==> src/rtl/wdog_pkg.sv <==
package wdog_pkg;

  localparam int unsigned REG_W = 16;
  localparam int unsigned TO_W  = 8;

  localparam logic [1:0] SEL_CTRL = 2'd0;
  localparam logic [1:0] SEL_SVC  = 2'd1;
  localparam logic [1:0] SEL_STAT = 2'd2;

  localparam logic [REG_W-1:0] KEY_ARM  = 16'h5555;
  localparam logic [REG_W-1:0] KEY_FIRE = 16'hAAAA;

  localparam int unsigned      EN_BIT     = 2;
  localparam int unsigned      CAUSE_BIT  = 1;
  localparam logic [REG_W-1:0] FLAG_MASK  = 16'h009B;
  localparam logic [REG_W-1:0] FIELD_MASK = 16'hFF00;
  localparam logic [REG_W-1:0] EN_MASK    = 16'h0004;

  typedef enum logic {
    KS_WAIT_ARM  = 1'b0,
    KS_WAIT_FIRE = 1'b1
  } key_state_e;

endpackage

==> src/rtl/wdog_rst_sync.sv <==
module wdog_rst_sync (
  input  logic clk,
  input  logic arst_n,
  output logic srst_n
);

  logic [1:0] sync_q;
  logic [1:0] sync_d;

  always_comb begin
    sync_d = {sync_q[0], 1'b1};
  end

  always_ff @(posedge clk or negedge arst_n) begin
    if (!arst_n) begin
      sync_q <= 2'b00;
    end else begin
      sync_q <= sync_d;
    end
  end

  assign srst_n = sync_q[1];

endmodule

==> src/rtl/wdog_keycheck.sv <==
module wdog_keycheck
  import wdog_pkg::*;
(
  input  logic             clk,
  input  logic             rst_n,
  input  logic             svc_we,
  input  logic [REG_W-1:0] svc_data,
  output logic             refresh
);

  key_state_e state_q;
  key_state_e state_d;
  logic       state_en;

  always_comb begin
    state_d  = state_q;
    refresh  = 1'b0;
    state_en = svc_we;
    if (svc_we) begin
      case (state_q)
        KS_WAIT_ARM: begin
          state_d = (svc_data == KEY_ARM) ? KS_WAIT_FIRE : KS_WAIT_ARM;
        end
        KS_WAIT_FIRE: begin
          state_d = KS_WAIT_ARM;
          refresh = (svc_data == KEY_FIRE);
        end
        default: state_d = KS_WAIT_ARM;
      endcase
    end
  end

  always_ff @(posedge clk or negedge rst_n) begin
    if (!rst_n) begin
      state_q <= KS_WAIT_ARM;
    end else if (state_en) begin
      state_q <= state_d;
    end
  end

  AST_ARM_ON_FIRST_KEY: assert property (@(posedge clk) disable iff (!rst_n)
    (svc_we && state_q == KS_WAIT_ARM && svc_data == KEY_ARM) |=> state_q == KS_WAIT_FIRE);

  AST_SECOND_WRITE_DISARMS: assert property (@(posedge clk) disable iff (!rst_n)
    (svc_we && state_q == KS_WAIT_FIRE) |=> state_q == KS_WAIT_ARM);

  AST_IDLE_NO_REFRESH: assert property (@(posedge clk) disable iff (!rst_n)
    (state_q == KS_WAIT_ARM) |-> !refresh);

  AST_OTHER_WRITES_KEEP: assert property (@(posedge clk) disable iff (!rst_n)
    !svc_we |=> $stable(state_q));

endmodule

==> src/rtl/wdog_timebase.sv <==
module wdog_timebase
  import wdog_pkg::*;
#(
  parameter int unsigned TICK_CYCLES  = 16384,
  parameter int unsigned PULSE_CYCLES = 32
) (
  input  logic            clk,
  input  logic            rst_n,
  input  logic            enable,
  input  logic [TO_W-1:0] timeout,
  input  logic            refresh,
  output logic            expire,
  output logic            rst_req
);

  localparam int unsigned PW  = (TICK_CYCLES > 1) ? $clog2(TICK_CYCLES) : 1;
  localparam int unsigned PLW = $clog2(PULSE_CYCLES + 1);
  localparam logic [PLW-1:0] PULSE_INIT = PLW'(PULSE_CYCLES);

  logic            tick;
  logic [TO_W-1:0] cnt_q;
  logic [TO_W-1:0] cnt_d;
  logic            cnt_en;
  logic [PLW-1:0]  pulse_q;
  logic [PLW-1:0]  pulse_d;
  logic            pulse_en;

  // Half-second tick generator; a single-cycle tick needs no counter.
  generate
    if (TICK_CYCLES > 1) begin : g_pre
      localparam logic [PW-1:0] PRE_LAST = PW'(TICK_CYCLES - 1);
      logic [PW-1:0] pre_q;
      logic [PW-1:0] pre_d;
      logic          pre_wrap;

      always_comb begin
        pre_wrap = (pre_q == PRE_LAST);
        if (!enable || refresh || pre_wrap) begin
          pre_d = '0;
        end else begin
          pre_d = pre_q + 1'b1;
        end
      end

      always_ff @(posedge clk or negedge rst_n) begin
        if (!rst_n) begin
          pre_q <= '0;
        end else begin
          pre_q <= pre_d;
        end
      end

      assign tick = enable && !refresh && pre_wrap;

      AST_PRE_IN_RANGE: assert property (@(posedge clk) disable iff (!rst_n)
        pre_q <= PRE_LAST);

      AST_PRE_IDLE_OFF: assert property (@(posedge clk) disable iff (!rst_n)
        !enable |=> pre_q == '0);
    end else begin : g_nopre
      assign tick = enable && !refresh;
    end
  endgenerate

  // Countdown: reload while idle, on refresh and on expiry.
  always_comb begin
    expire = tick && (cnt_q == '0);
    cnt_en = 1'b1;
    if (!enable || refresh || expire) begin
      cnt_d = timeout;
    end else if (tick) begin
      cnt_d = cnt_q - 1'b1;
    end else begin
      cnt_d  = cnt_q;
      cnt_en = 1'b0;
    end
  end

  always_ff @(posedge clk or negedge rst_n) begin
    if (!rst_n) begin
      cnt_q <= '0;
    end else if (cnt_en) begin
      cnt_q <= cnt_d;
    end
  end

  // Reset request stretcher.
  always_comb begin
    pulse_en = 1'b1;
    if (expire) begin
      pulse_d = PULSE_INIT;
    end else if (pulse_q != '0) begin
      pulse_d = pulse_q - 1'b1;
    end else begin
      pulse_d  = pulse_q;
      pulse_en = 1'b0;
    end
  end

  always_ff @(posedge clk or negedge rst_n) begin
    if (!rst_n) begin
      pulse_q <= '0;
    end else if (pulse_en) begin
      pulse_q <= pulse_d;
    end
  end

  assign rst_req = (pulse_q != '0);

  AST_HOLD_WHEN_OFF: assert property (@(posedge clk) disable iff (!rst_n)
    !enable |=> cnt_q == $past(timeout));

  AST_NO_REQ_WHEN_OFF: assert property (@(posedge clk) disable iff (!rst_n)
    !enable |-> !rst_req);

  AST_STEP_DOWN: assert property (@(posedge clk) disable iff (!rst_n)
    (tick && cnt_q != '0) |=> cnt_q == $past(cnt_q) - TO_W'(1));

  AST_REFRESH_RELOADS: assert property (@(posedge clk) disable iff (!rst_n)
    refresh |=> cnt_q == $past(timeout));

  AST_REQ_FROM_EXPIRY: assert property (@(posedge clk) disable iff (!rst_n)
    $rose(rst_req) |-> $past(expire));

  AST_REQ_LEN_BOUND: assert property (@(posedge clk) disable iff (!rst_n)
    pulse_q <= PULSE_INIT);

endmodule

==> src/rtl/wdog_regs.sv <==
module wdog_regs
  import wdog_pkg::*;
(
  input  logic             clk,
  input  logic             rst_n,
  input  logic             por_n,
  input  logic             reg_we,
  input  logic [1:0]       reg_sel,
  input  logic [REG_W-1:0] reg_wdata,
  input  logic             expire,
  output logic [REG_W-1:0] reg_rdata,
  output logic             svc_we,
  output logic             enable,
  output logic [TO_W-1:0]  timeout_ld
);

  logic [REG_W-1:0] ctrl_q;
  logic [REG_W-1:0] ctrl_d;
  logic             ctrl_we;
  logic             cause_q;
  logic             cause_d;
  logic             cause_en;

  always_comb begin
    ctrl_we = reg_we && (reg_sel == SEL_CTRL);
    svc_we  = reg_we && (reg_sel == SEL_SVC);
    ctrl_d  = (reg_wdata & (FIELD_MASK | FLAG_MASK))
            | (ctrl_q & EN_MASK)
            | (reg_wdata & EN_MASK);
  end

  always_ff @(posedge clk or negedge rst_n) begin
    if (!rst_n) begin
      ctrl_q <= '0;
    end else if (ctrl_we) begin
      ctrl_q <= ctrl_d;
    end
  end

  // Cause bit lives in the power-on domain only.
  always_comb begin
    cause_en = expire;
    cause_d  = 1'b1;
  end

  always_ff @(posedge clk or negedge por_n) begin
    if (!por_n) begin
      cause_q <= 1'b0;
    end else if (cause_en) begin
      cause_q <= cause_d;
    end
  end

  always_comb begin
    enable     = ctrl_q[EN_BIT];
    timeout_ld = ctrl_we ? reg_wdata[15:8] : ctrl_q[15:8];
    reg_rdata  = '0;
    case (reg_sel)
      SEL_CTRL: reg_rdata = ctrl_q;
      SEL_STAT: reg_rdata[CAUSE_BIT] = cause_q;
      default:  reg_rdata = '0;
    endcase
  end

  AST_EN_STICKY: assert property (@(posedge clk) disable iff (!rst_n)
    enable |=> enable);

  AST_CAUSE_HOLD: assert property (@(posedge clk) disable iff (!por_n)
    cause_q |=> cause_q);

  AST_CAUSE_SET: assert property (@(posedge clk) disable iff (!por_n || !rst_n)
    expire |=> cause_q);

  AST_CTRL_GAPS_ZERO: assert property (@(posedge clk) disable iff (!rst_n)
    ctrl_we |=> ctrl_q[6:5] == 2'b00);

endmodule

==> src/rtl/wdog_keyed_top.sv <==
module wdog_keyed_top
  import wdog_pkg::*;
#(
  parameter int unsigned TICK_CYCLES  = 16384,
  parameter int unsigned PULSE_CYCLES = 32
) (
  input  logic        clk,
  input  logic        por_n,
  input  logic        rst_n,
  input  logic        reg_we,
  input  logic [1:0]  reg_sel,
  input  logic [15:0] reg_wdata,
  output logic [15:0] reg_rdata,
  output logic        wdog_rst_req
);

  logic            blk_arst_n;
  logic            blk_rst_n;
  logic            por_rst_n;
  logic            svc_we;
  logic            refresh;
  logic            enable;
  logic [TO_W-1:0] timeout_ld;
  logic            expire;

  assign blk_arst_n = por_n & rst_n;

  wdog_rst_sync u_blk_sync (
    .clk    (clk),
    .arst_n (blk_arst_n),
    .srst_n (blk_rst_n)
  );

  wdog_rst_sync u_por_sync (
    .clk    (clk),
    .arst_n (por_n),
    .srst_n (por_rst_n)
  );

  wdog_regs u_regs (
    .clk        (clk),
    .rst_n      (blk_rst_n),
    .por_n      (por_rst_n),
    .reg_we     (reg_we),
    .reg_sel    (reg_sel),
    .reg_wdata  (reg_wdata),
    .expire     (expire),
    .reg_rdata  (reg_rdata),
    .svc_we     (svc_we),
    .enable     (enable),
    .timeout_ld (timeout_ld)
  );

  wdog_keycheck u_keys (
    .clk      (clk),
    .rst_n    (blk_rst_n),
    .svc_we   (svc_we),
    .svc_data (reg_wdata),
    .refresh  (refresh)
  );

  wdog_timebase #(
    .TICK_CYCLES  (TICK_CYCLES),
    .PULSE_CYCLES (PULSE_CYCLES)
  ) u_time (
    .clk     (clk),
    .rst_n   (blk_rst_n),
    .enable  (enable),
    .timeout (timeout_ld),
    .refresh (refresh),
    .expire  (expire),
    .rst_req (wdog_rst_req)
  );

endmodule

==> config.mk <==
export PLATFORM = sky130hd
export DESIGN_NAME = wdog_keyed_top
export DESIGN_NICKNAME = d
export VERILOG_FILES = /design/src/rtl/wdog_pkg.sv /design/src/rtl/wdog_rst_sync.sv /design/src/rtl/wdog_keycheck.sv /design/src/rtl/wdog_timebase.sv /design/src/rtl/wdog_regs.sv /design/src/rtl/wdog_keyed_top.sv
export SDC_FILE = /design/constraint.sdc
export NUM_CORES = 1
export LEC_CHECK = 0
export BUFFER_PORTS_ARGS = -buffer_cell sky130_fd_sc_hd__clkbuf_2
export CAP_MARGIN = 20
export CELL_PAD_IN_SITES_DETAIL_PLACEMENT = 0
export CELL_PAD_IN_SITES_GLOBAL_PLACEMENT = 1
export CORE_ASPECT_RATIO = 1.5
export CORE_UTILIZATION = 35
export DETAILED_ROUTE_END_ITERATION = 12
export PLACE_DENSITY = 0.74
export SLEW_MARGIN = 0
export SYNTH_ARGS = -nofsm -noshare
export SYNTH_HDL_FRONTEND = slang
export SYNTH_SLANG_ARGS = --single-unit
==> constraint.sdc <==
create_clock -name clk -period 1.4 [get_ports clk]
set_input_delay 0.21 -clock clk [delete_from_list [all_inputs] [get_ports clk]]
set_output_delay 0.21 -clock clk [all_outputs]
set_load 0.005 [all_outputs]
# Yosys cells after proc, flatten, opt, wreduce, memory -nomap -nowiden
# Index checks and enable logic that the tools add are counted.
word_totals:
  mem_bits_ro: 0
  memories: 0
  regBits: 50
  ramBits: 0
  latchBits: 0
  output_inout_bits: 17
classes:
  magnitude_cmp: 0
  n_div: 0
  shift: 0
  eq_ne: 5
  mux: 17
  n_addsub: 3
  n_reduce_logical: 17
  bitwise: 4
  mul: 0
ops:
  columns: ["op", "n"]
  rows:
  - ["bitwise OR 16 x 3 -> 16 bit", 2]
  - ["2-to-1 mux 14 bit", 2]
  - ["2-to-1 mux 8 bit", 3]
  - ["equality test 16 x 15 -> 1 bit, second input constant", 1]
  - ["equality test 16 bit, second input constant", 1]
  - ["adder 14 x 1 -> 14 bit, second input constant", 1]
  - ["equality test 14 bit, second input constant", 1]
  - ["2-to-1 mux 6 bit", 2]
  - ["zero test 8 bit", 1]
  - ["2-to-1 mux 1 bit", 8]
  - ["subtractor 8 x 1 -> 8 bit, second input constant", 1]
  - ["nonzero test 6 bit", 1]
  - ["subtractor 6 x 1 -> 6 bit, second input constant", 1]
  - ["logical AND 1 bit", 5]
  - ["one-hot mux 1 bit (2 select lines)", 2]
  - ["AND reduction 2 bit", 2]
  - ["nonzero test 2 bit", 2]
  - ["logical OR 1 bit", 3]
  - ["equality test 2 x 1 -> 1 bit, second input constant", 1]
  - ["equality test 2 bit, second input constant", 1]
  - ["zero test 1 bit", 2]
  - ["zero test 2 bit", 1]
  - ["bitwise AND 1 bit", 1]
  - ["inverter 1 bit", 1]

# Logic depth before layout (Yosys ltp)
# Gate-level depths: netlist of run 1.
depth:
  ltp_word: 10
  ltp_mapped: 9
  depth_no_buf: 7

# Modules after synthesis
# A second synthesis of run 1 with hierarchy kept.
unflattened:
  hier_cells: 239
  hier_area_um2: 2512.4
by_module_without_submodules:
  columns: ["mod", "cells_per_inst", "n_inst", "area_each_um2"]
  rows:
  - ["wdog_timebase", 164, 1, 1549.0]
  - ["wdog_regs", 53, 1, 698.2]
  - ["wdog_keycheck", 15, 1, 151.4]
  - ["wdog_rst_sync", 3, 2, 53.8]
  - ["wdog_keyed_top", 1, 1, 6.3]

# Worst setup path after synthesis of run 1
# OpenSTA, ideal clock, no wires.
synth_timing:
  path_kind: "register to register"
  from: "register u_time.cnt_q[0]"
  to: "register u_regs.cause_q"
  arrival_time_ns: 1.910
  setup_ns: 0.066
  stages_incl_launch_ff: 7
  slack_ns: -0.577
  required_time_ns: 1.334
  path_buffers: 0
  cell_sequence: "dfrtp_1 inv_1 ha_1 nand2_1 nor3_1 nor4bb_1 or2_2"
synth_via:
  elab_chain_cells: 2
synth_rtl:
  columns: ["element", "line_no", "rtl"]
  rows:
  - ["start, declared", "wdog_timebase.sv:21", "logic [TO_W-1:0] cnt_q;"]
  - ["start signal, assigned", "wdog_timebase.sv:83", "cnt_q <= cnt_d;"]
  - ["zero test 8 bit", "wdog_timebase.sv:67", "expire = tick && (cnt_q == '0);"]
  - ["logical AND 1 bit", "wdog_timebase.sv:67", null]
  - ["end signal, assigned", "wdog_regs.sv:50", "cause_q <= cause_d;"]
  - ["end, declared", "wdog_regs.sv:20", "logic cause_q;"]
# Every way passes these cells.
# A chain may end at the register's enable or synchronous reset.

# Final worst setup path of run 1
layout_timing:
  from: "register u_time.g_pre.pre_q[0]"
  to: "register u_time.g_pre.pre_q[6]"
layout_via:
  elab_chain_cells: 3
  word_cells_on_any_way: 4
  cone_classes: "1 x add/sub; 1 x eq/ne; 1 x mux; 1 x reduce/logical"
layout_rtl:
  columns: ["element", "line_no", "rtl"]
  rows:
  - ["start, declared", "wdog_timebase.sv:32", "logic [PW-1:0] pre_q;"]
  - ["start signal, assigned", "wdog_timebase.sv:49", "pre_q <= pre_d;"]
  - ["parallel branches: the longest is 2 deep, another holds adder 14 x 1 -> 14 bit", null, null]
  - ["2-to-1 mux 14 bit *", "wdog_timebase.sv:38", "if (!enable || refresh || pre_wrap) begin"]
  - ["via u_time.g_pre.pre_d[6]", "wdog_timebase.sv:33", "logic [PW-1:0] pre_d;"]
# Mark *: on every way through the listed nets, which the timed path passes.

==> results, run 1 <==
- The flow ran to the end, but the final reports show violations.
- The final reports fail on setup timing.
- The cell taking the most area after synthesis is dfrtp_1.
- The cell leakage power is 1.79 nW.
- The number of clock buffers inserted by TritonCTS is 5.
- The clock sink total is 48.
- STA puts the critical path data required time at 1.60 ns.
- Cells fill 56.7% of the core in the end.
- The post-synthesis instance area is 2440 um^2.
- The register clock-pin slew on the reported worst setup and hold paths is 0.09 ns.
- The smallest clock period supported by the final layout is computed as 1.84 ns.
- After synthesis, the netlist uses 43 different library cells.
- The least setup slack across all paths after layout is -0.442 ns.
- The cell family contributing the most delay on the critical path is buffers and inverters.
- The detailed router placed 2130 vias in this run.
- For this run, the register share of the synthesized area comes to between 40 and 50%.
- The synthesized design devotes to its leading area cell type 49.3% of total area.
- The count of boundary I/O pins is 39.
- The leftover overflow at the end of global routing is 0.
- The violation count after the first detailed-route iteration is between 50 and 60.
- The maximum number of pins on one net before global-route repair is 44.
- The final worst hold slack is 0.00854 ns.
- The number of warnings printed during yosys synthesis is 0.
- The post-detailed-route DRC marker count is 0.
- The tool flagged a number of max-cap violations equal to 0.
- The critical path contains buffers and inverters numbering 6 combined.
- Setup repair after global routing could not meet its margin everywhere.
- The worst-path maximum fanout is 2.
- The cell with the largest stage delay on the worst path is dfrtp_1.
- The floorplan step defined a die boundary enclosing 7310 um^2.
- Setup violations remaining at the end of the flow were counted as 29.
- Wires add up to approximately 6100 um.
- The number of antenna diodes in the final layout is 0.
- The worst hold path class is flop to async pin.
- The length of the first detailed-routing pass in iterations is 4.
- In the synthesized netlist the dominant register cell turns out to be dfrtp_1.
- The post-route netlist has 56.1% of its cells at a drive strength greater than 1.
- The first-pass GRT wire length is 10100 um.
- The data arrival time at the worst-slack endpoint is a little over 2 ns.
- Dividing total power by cell area gives a power density of 1100 nW/um^2.
- The half-perimeter wire length after detailed placement is between 4000 and 5000 um.
- The master cell of the clock root buffer is clkbuf_8.
- VDD sags by at most 0.790 mV.
- The final hold violation count is 0.
- The core region is approximately 6600 um^2.
- The sort of element at the end of the critical path is a flop.
- The clock passes through at most 2 buffers.
- The most prevalent standard cell on the critical path is buf_4.
- The final number of max-transition violations came to 0.
- The largest single stage delay on the critical path is 0.37 ns.
- At the end of routability-driven placement, the weighted congestion stood at 0.796.
- In the synthesized netlist, the number of instances is 227.
- The final-stage net count is 379.
- The count of port buffers added during placement is 36.
- The CTS H-tree depth is 2.
- The clock tree from TritonCTS is done.
- Dividing the detail-routed wire length by the instance count gives 14.1 um.
- The site row count is 36.
- By area the synthesized netlist is led by dfrtp_1 (49%), mux2_2 (6.0%), nor2_1 (5.2%).
- The post-place setup slack is -0.658 ns.
- Across every metal layer, demand over resource in global routing totals 17.3%.
- Once the floorplan was initialized, standard cells occupied between 30% and 40% of the core.
- The number of vias per cell after detailed routing is ~4.9.
- The design draws 4.13 mW.
- The highest clock frequency the design can meet is between 500 and 600 MHz.
- Once placement finished, the instance area stood at 3170 um^2.
- With fillers left out, the area of the finished cells amounts to 3750 um^2.
- From synthesis to final layout, the design area changed by 54.0%.
- The floorplan step set the die height to 104 um.
- In this run, synthesis inferred 0 flip-flops with an integrated enable.
- On the final layout, the worst clock skew is 0.00485 ns.
- The period utilization is 132%.
- The width of the die is 70.1 um.
- Counting flops with an async set or reset pin after synthesis yields a share of 100%.
- The worst setup path is launched from a flop.
- The startpoint-to-endpoint class of the critical path is flop to flop.
- The later pin in the worst-skew pair is clocked with a latency of 0.30 ns.
- The number of antenna violations at the first check in global routing is 0.
- The signal on the critical path passes through ha_2 > nand4_1 > buf_4 > buf_4 > buf_4 > buf_4 > buf_4 > buf_4 > nor2_4 > xnor2_2 > nor2_4.
- The number of global-route vias before repair came to 2193.
- The post-synthesis area per instance is about 11 um^2.
- The detail route stage leaves a number of antenna-violating nets equal to 0.
- Synthesis inferred 48 register bits.
-- per-stage QoR --
step	setup TNS, ns	std cells
2_1_floorplan	-9.30	229
3_3_place_gp	-16.40	396
3_5_place_dp	-17.29	396
4_1_cts	-9.63	426
5_1_grt	-14.52	431
6_report	-11.12	431
-- cell families after synthesis --
logic type | after synthesis | synth area share [%]
AOI/OAI and AO/OA | 23 | 8.11
xor gates and xnor gates | 16 | 5.75
adders and majority gates | 3 | 1.54
buffers and inverters | 18 | 4.47
DFF | 48 | 49.3
muxes | 18 | 8.06
other | 2 | 0.308
and+or+nand+nor | 99 | 22.5
-- path summary, 6_finish.rpt --
check	from	endpoint	slack, ns	cells past startpoint
hold / removal	u_por_sync.sync_q[1]	u_regs.cause_q	0.009	0
min in group clk	reg_wdata[12]	u_regs.ctrl_q[12]	0.21	2
setup reg to reg	u_time.g_pre.pre_q[0]	u_time.g_pre.pre_q[6]	-0.44	11
max in group asynchronous	por_n	u_blk_sync.sync_q[1]	0.88	3
hold reg to reg	u_por_sync.sync_q[1]	u_regs.cause_q	0.009	0
setup / recovery	u_time.g_pre.pre_q[0]	u_time.g_pre.pre_q[6]	-0.44	11
-- synth_stat cells, types with 3 or more instances --
library cell / number
a21boi_0: 3
a21oi_1: 4
and2_1: 15
and3_1: 3
and4_1: 3
dfrtp_1: 48
ha_1: 3
inv_1: 9
mux2_2: 13
mux2i_1: 5
nand2_1: 11
nand3_1: 7
nand4_1: 4
nor2_1: 34
nor3_1: 6
nor4bb_1: 6
xnor2_1: 10
xor2_1: 6
-- layout by cell type, fill, tap and decap left out, drive strengths merged, types with 7 or more instances in the layout --
cell and count:
mux2 13, nand3 7, buf 87, and2 15
nand2 11, inv 9, xnor2 10, clkbuf 41
nor2 34, dfrtp 48
-- state kept, by name, indices dropped and copies added, names as in the netlist --
| register | count |
|---|---|
| u_por_sync.sync_q | 2 |
| u_regs.cause_q | 1 |
| u_blk_sync.sync_q | 2 |
| u_time.g_pre.pre_q | 14 |
| u_time.pulse_q | 6 |
| u_time.cnt_q | 8 |
| u_regs.ctrl_q | 14 |
| u_keys.state_q | 1 |
-- worst register-to-register path: stages (launching register included) --
cell,delay (ns)
dfrtp_1,0.37
ha_2,0.19
nand4_1,0.12
buf_4,0.16
buf_4,0.12
buf_4,0.12
buf_4,0.12
buf_4,0.12
buf_4,0.13
nor2_4,0.10
xnor2_2,0.14
nor2_4,0.04
-- area by class of cell --
type / count / area [um^2]
Clock buffer: 5 / 68.8
Clock inverter: 3 / 23.8
Fill cell: 580 / 2870
Inverter: 9 / 33.8
Multi-Input combinational cell: 165 / 1410
Sequential cell: 48 / 1200
Tap cell: 76 / 95.1
Timing Repair Buffer: 125 / 921
-- power by group --
| part | switching, mW | internal [mW] |
|---|---|---|
| Clock | 0.486 | 0.354 |
| Sequential | 0.143 | 1.62 |
| Combinational | 0.670 | 0.858 |
-- routing by layer --
metal	routed length, um	GRT usage (%)	part of all wire [%]
met3	139	2.81	2.3
met2	3550	33.9	58
met4	153	5.57	2.5
met1	2230	18.0	37
met5	0	0	0
-- timing repair --
item | CTS | global route
cloned | 3 | 0
setup buffers | 18 | 5
endpoints found under the setup margin | 30 | 31
endpoints found under the hold margin | 4 | 0
hold buffers | 2 | 0
pin swaps | 16 | 17
resized for setup | 28 | 39
Power figures use the tool's default switching activity.
==> inputs of run 2 (changes only) <==
--- a/config.mk
+++ b/config.mk
@@ -5,6 +5,7 @@
 export SDC_FILE = /design/constraint.sdc
 export NUM_CORES = 1
 export LEC_CHECK = 0
+export ABC_AREA = 1
 export BUFFER_PORTS_ARGS = -buffer_cell sky130_fd_sc_hd__clkbuf_2
 export CAP_MARGIN = 20
 export CELL_PAD_IN_SITES_DETAIL_PLACEMENT = 0
@@ -12,7 +13,7 @@
 export CORE_ASPECT_RATIO = 1.5
 export CORE_UTILIZATION = 35
 export DETAILED_ROUTE_END_ITERATION = 12
-export PLACE_DENSITY = 0.74
+export PLACE_DENSITY = 0.77
 export SLEW_MARGIN = 0
 export SYNTH_ARGS = -nofsm -noshare
 export SYNTH_HDL_FRONTEND = slang
==> run 2 against run 1 <==
Compared with the run above:
- the flow finishes with violations (DRC, setup timing)
- critical path type unchanged
- cell count up 20%
- register-to-register slack gained 0.26 ns
- non-clock buffer count is 9 lower
- routed wire length rose by 3.7%
- worst hold slack gained 0.0044 ns
- largest power group unchanged
==> results, run 2 <==
- The tree is rooted in a clkbuf_8.
- The first-pass GRT wire length came to 10700 um (+5.8%).
- The half-perimeter wire length after detailed placement was 4500 um (+12%).
- The highest clock frequency the design can meet is 631 MHz (+16%).
- The proportion of layout cells with a drive suffix above 1 is 35.6% (-20 points).
- The global-route usage over all layers is 18.1% (+0.83 points).
- The worst setup skew after layout came to 0.00780 ns (+0.00296 ns).
- The clock tree buffer depth is 2 (unchanged).
- Traced cell by cell, the critical path runs through inv_1 > ha_1 > nand2_1 > nor2_2 > nand3_4 > nor2_4 > a211oi_1.
- The total core area is 6900 um^2 (+4.2%).
- The count of port buffers added during placement is 36 (unchanged).
- The count of maximum capacitance violations was 0 (unchanged).
- The launch point of the worst reg-to-reg path is u_time.cnt_q[0].
- Leaving out fill and tap cells, the most frequent cell in the layout is buf_4.
- The per-cell routed wire length is 12.1 um (-14%).
- The period utilization came to 113% (-18 points).
- The post-synthesis instance area came to 2510 um^2 (+3.2%).
- The length of the first detailed-routing pass in iterations came to 8 (+4).
- The largest registers in the layout are u_regs.ctrl_q (14), u_time.g_pre.pre_q (14), u_time.cnt_q (8).
- The number of synthesized flops with an enable pin was 0 (unchanged).
- The largest family of logic cells by synthesized area is simple AND/OR/NAND/NOR gates.
- The endpoint of the worst register-to-register path is u_time.pulse_q[2].
- The final hold violation count is 0 (unchanged).
- The switching power total is 0.710 mW (-45%).
- The total power density per cell area is 829 nW/um^2 (-25%).
- The design internal power was 2.33 mW (-18%).
- The total of endpoints with negative setup slack in the final report is 29 (unchanged).
- The vertical die dimension is 106 um (+1.5%).
- The number of nets still failing antenna checks after routing is 0 (unchanged).
- The site row count is 37 (+2.8%).
- The length in cells of the worst reg-to-reg path is 7 (-4).
- The clock period minus final worst setup slack is 1.58 ns (-0.257 ns).
- The clock share of power is 40.0% (+20 points).
- By area the synthesized netlist is led by dfrtp_1 (48%), nand2_1 (10%), nor2_1 (7.3%).
- The register clock-pin slew on the reported worst setup and hold paths is 0.10 ns (about the same).
- The share of the synthesized area in compound gates (AO/OA/AOI/OAI) is 6.67% (-1.4 points).
- The checks that failed: DRC, setup timing.
- The multiplexer area fraction after synthesis is 0% (-8.1 points).
- The kind of cell adding the most delay to the critical path is simple AND/OR/NAND/NOR gates.
- The clock latency of the later-clocked register in the worst-skew pair is 0.30 ns (about the same).
- The number of vias per cell after detailed routing is 4.84 (-2.0%).
- The number of clock buffers inserted by TritonCTS is 5 (unchanged).
- The leftover overflow at the end of global routing is 0 (unchanged).
- The critical path required time was 1.58 ns (-0.02 ns).
- The setup TNS after final layout was -3.81 ns (+7.31 ns).
- The number of different library cells in the post-synthesis netlist is 29 (-33%).
- TritonCTS built the clock tree.
- The data arrival time at the worst-slack endpoint was 1.76 ns (-0.28 ns).
- The antenna diode count is 0 (unchanged).
- The total die area was 7540 um^2 (+3.1%).
- Setup repair after global routing could not meet its margin everywhere.
- The number of vias in the routed layout was 2513 (+18%).
- The cell leakage power was 1.97 nW (+10%).
- The final-stage net count is 465 (+23%).
- The maximum number of pins on one net before global-route repair is 44 (unchanged).
- The fraction of power spent switching nets came to 23.4% (-8.1 points).
- The fraction of registers with async set/reset is 100% (unchanged).
- The tightest min-delay check is of the flop to async pin type.
- The fraction of synthesized cell area taken by the top area cell type is 47.8% (-1.5 points).
- The reg-to-reg setup timing slack is -0.18 ns (+0.26 ns).
- The CTS H-tree depth is 2 (unchanged).
- The cell depth of the worst setup path was 7 (-4).
- Among all stages on the critical path, the largest delay is contributed by dfrtp_1.
- The most used flip-flop cell after synthesis is dfrtp_1.
- The synthesis-stage register bit count is 48 (unchanged).
- The worst-path maximum fanout is 6 (+4).
- The detailed-route wire length came to 6300 um (+3.7%).
- STA classifies the critical path startpoint as a flop.
- The post-layout utilization of the core is 53.1% (-3.6 points).
- The delay of the slowest cell on the worst path is 0.39 ns (+0.02 ns).
- The xor and xnor fraction of the mapped netlist area came to 3.48% (-2.3 points).
- The number of global-route vias before repair is 2566 (+17%).
- The worst path buffer plus inverter count came to 1 (-5).
- The initial core utilization is 36.5% (-0.35 points).
- The count of boundary I/O pins is 39 (unchanged).
- The synthesized-area fraction occupied by adder cells is 1.49% (-0.048 points).
- The post-detailed-route DRC marker count is 2 (+2).
- The final worst hold slack is 0.0129 ns (+0.00438 ns).
- After synthesis, the most frequently instantiated cells are nand2_1 (68), nor2_1 (49), dfrtp_1 (48).
- The signed area change from the synthesized netlist to the final layout is 45.6%.
- Leaving out fill and tap cells, the most frequent cells in the layout are buf_4 (73), nand2_1 (60), dfrtp_1 (46).
- The startpoint-to-endpoint class of the critical path is flop to flop.
- The share of total power in sequential cells is 48.8% (+6.1 points).
- The number of warnings printed during yosys synthesis is 0 (unchanged).
- The fraction of the yosys area taken by sequential cells is 47.8% (-1.5 points).
- The number of antenna violations at the first check in global routing is 0 (unchanged).
- The combinational cell fraction of total power is 11.2% (-26 points).
- The run finished, with violations left.
- The cell taking the most area after synthesis is dfrtp_1.
- The routability congestion estimate is 0.825 (+3.6%).
- The synthesized instance count is 324 (+43%).
- The violation count after the first detailed-route iteration was 95 (+61%).
- The simple-gate portion of the synthesized area is 30.4% (+7.9 points).
- The worst IR drop on VDD was 0.468 mV (-41%).
- The final number of max-transition violations is 0 (unchanged).
- The width of the die is 71.2 um (+1.5%).
- The clock sink total came to 48 (unchanged).
- The dominant cell by count in the synthesized netlist is nand2_1.
- The post-synthesis area per instance is 7.76 um^2 (-28%).
- The least setup slack across all paths after layout is -0.185 ns (+0.257 ns).
- The sort of element at the end of the critical path is a flop.
==> run 2: cell count changes in the layout (fill, tap and decap cells not counted), sizes merged, moves of 7 or more <==
cell / delta
nand3: +14
a21oi: +7
nor2: +19
buf: -10
inv: +42
and2: -15
nand2: +59
mux2: -13
o21ai: +14
nand4: +12
==> run 2: final cells by class <==
class / instances / area (um^2)
Clock inverter: 3 / 68.8
Clock buffer: 5 / 68.8
Tap cell: 78 / 97.6
Fill cell: 659 / 3240
Sequential cell: 48 / 1200
Multi-Input combinational cell: 219 / 1200
Inverter: 50 / 190
Timing Repair Buffer: 116 / 836
==> run 2: metal layers <==
metal | vias up | routed length, um | track usage (%)
met1 | 1193 | 2450 | 18.8
li1 | 1251 | - | -
met5 | - | 0 | 0
met3 | 18 | 184 | 2.49
met4 | 0 | 209 | 9.71
met2 | 51 | 3450 | 34.1
==> run 2: worst reg2reg max path, delay by kind of cell (launching register included) <==
| family | cells | cell delay [ns] |
|---|---|---|
| AOI/OAI and AO/OA | 1 | 0.10 |
| adders and majority gates | 1 | 0.16 |
| buffers and inverters | 1 | 0.08 |
| DFF | 1 | 0.39 |
| and+or+nand+nor | 4 | 0.73 |
==> run 2: logic make-up (layout without fill, tap and decap cells) <==
kind of cell               Yosys count  count (layout)
AOI/OAI and AO/OA                   31              31
and+or+nand+nor                    170             171
DFF                                 48              48
other                                2               4
buffers and inverters               60             174
adders and majority gates            3               3
xor gates and xnor gates            10              10
==> run 2: power by group through the flow <==
| stage | logic [mW] | clock network [mW] | registers (mW) |
|---|---|---|---|
| 2_1_floorplan | 0.153 | 0 | 1.52 |
| 3_3_place_gp | 0.334 | 0 | 1.51 |
| 3_5_place_dp | 0.338 | 0 | 1.51 |
| 4_1_cts | 0.345 | 1.25 | 1.48 |
| 5_1_grt | 0.394 | 1.31 | 1.49 |
| 6_report | 0.340 | 1.21 | 1.48 |
==> run 2: what timing repair did <==
item | in CTS | in global routing
endpoints found under the hold margin | 4 | 0
setup endpoints to repair | 30 | 31
pin swaps | 7 | 9
resized for setup | 16 | 17
setup buffers | 11 | 2
hold buffers | 2 | 0
cloned | 1 | 1
==> run 2: how the worst max path moves through the flow <==
stage | startpoint | to | slack, ns
final | u_time.cnt_q[0] | u_time.pulse_q[2] | -0.18
after global placement | u_time.g_pre.pre_q[0] | u_time.pulse_q[4] | -0.21
after floorplan | u_time.g_pre.pre_q[0] | u_time.cnt_q[0] | -0.1
after global routing | u_time.cnt_q[0] | u_time.cnt_q[7] | -0.30
after detailed placement | u_time.g_pre.pre_q[0] | u_time.pulse_q[2] | -0.29
after CTS | u_time.g_pre.pre_q[0] | u_time.cnt_q[6] | -0.19
==> run 2: per-stage QoR <==
stage          setup slack, ns  instance area [um^2]  std cells  power, mW
3_3_place_gp            -0.208                  3250        494       1.84
2_1_floorplan          -0.0971                  2530        326       1.67
6_report                -0.185                  3660        519       3.03
5_1_grt                 -0.298                  3660        519       3.19
3_5_place_dp            -0.293                  3250        494       1.85
4_1_cts                 -0.188                  3550        516       3.07
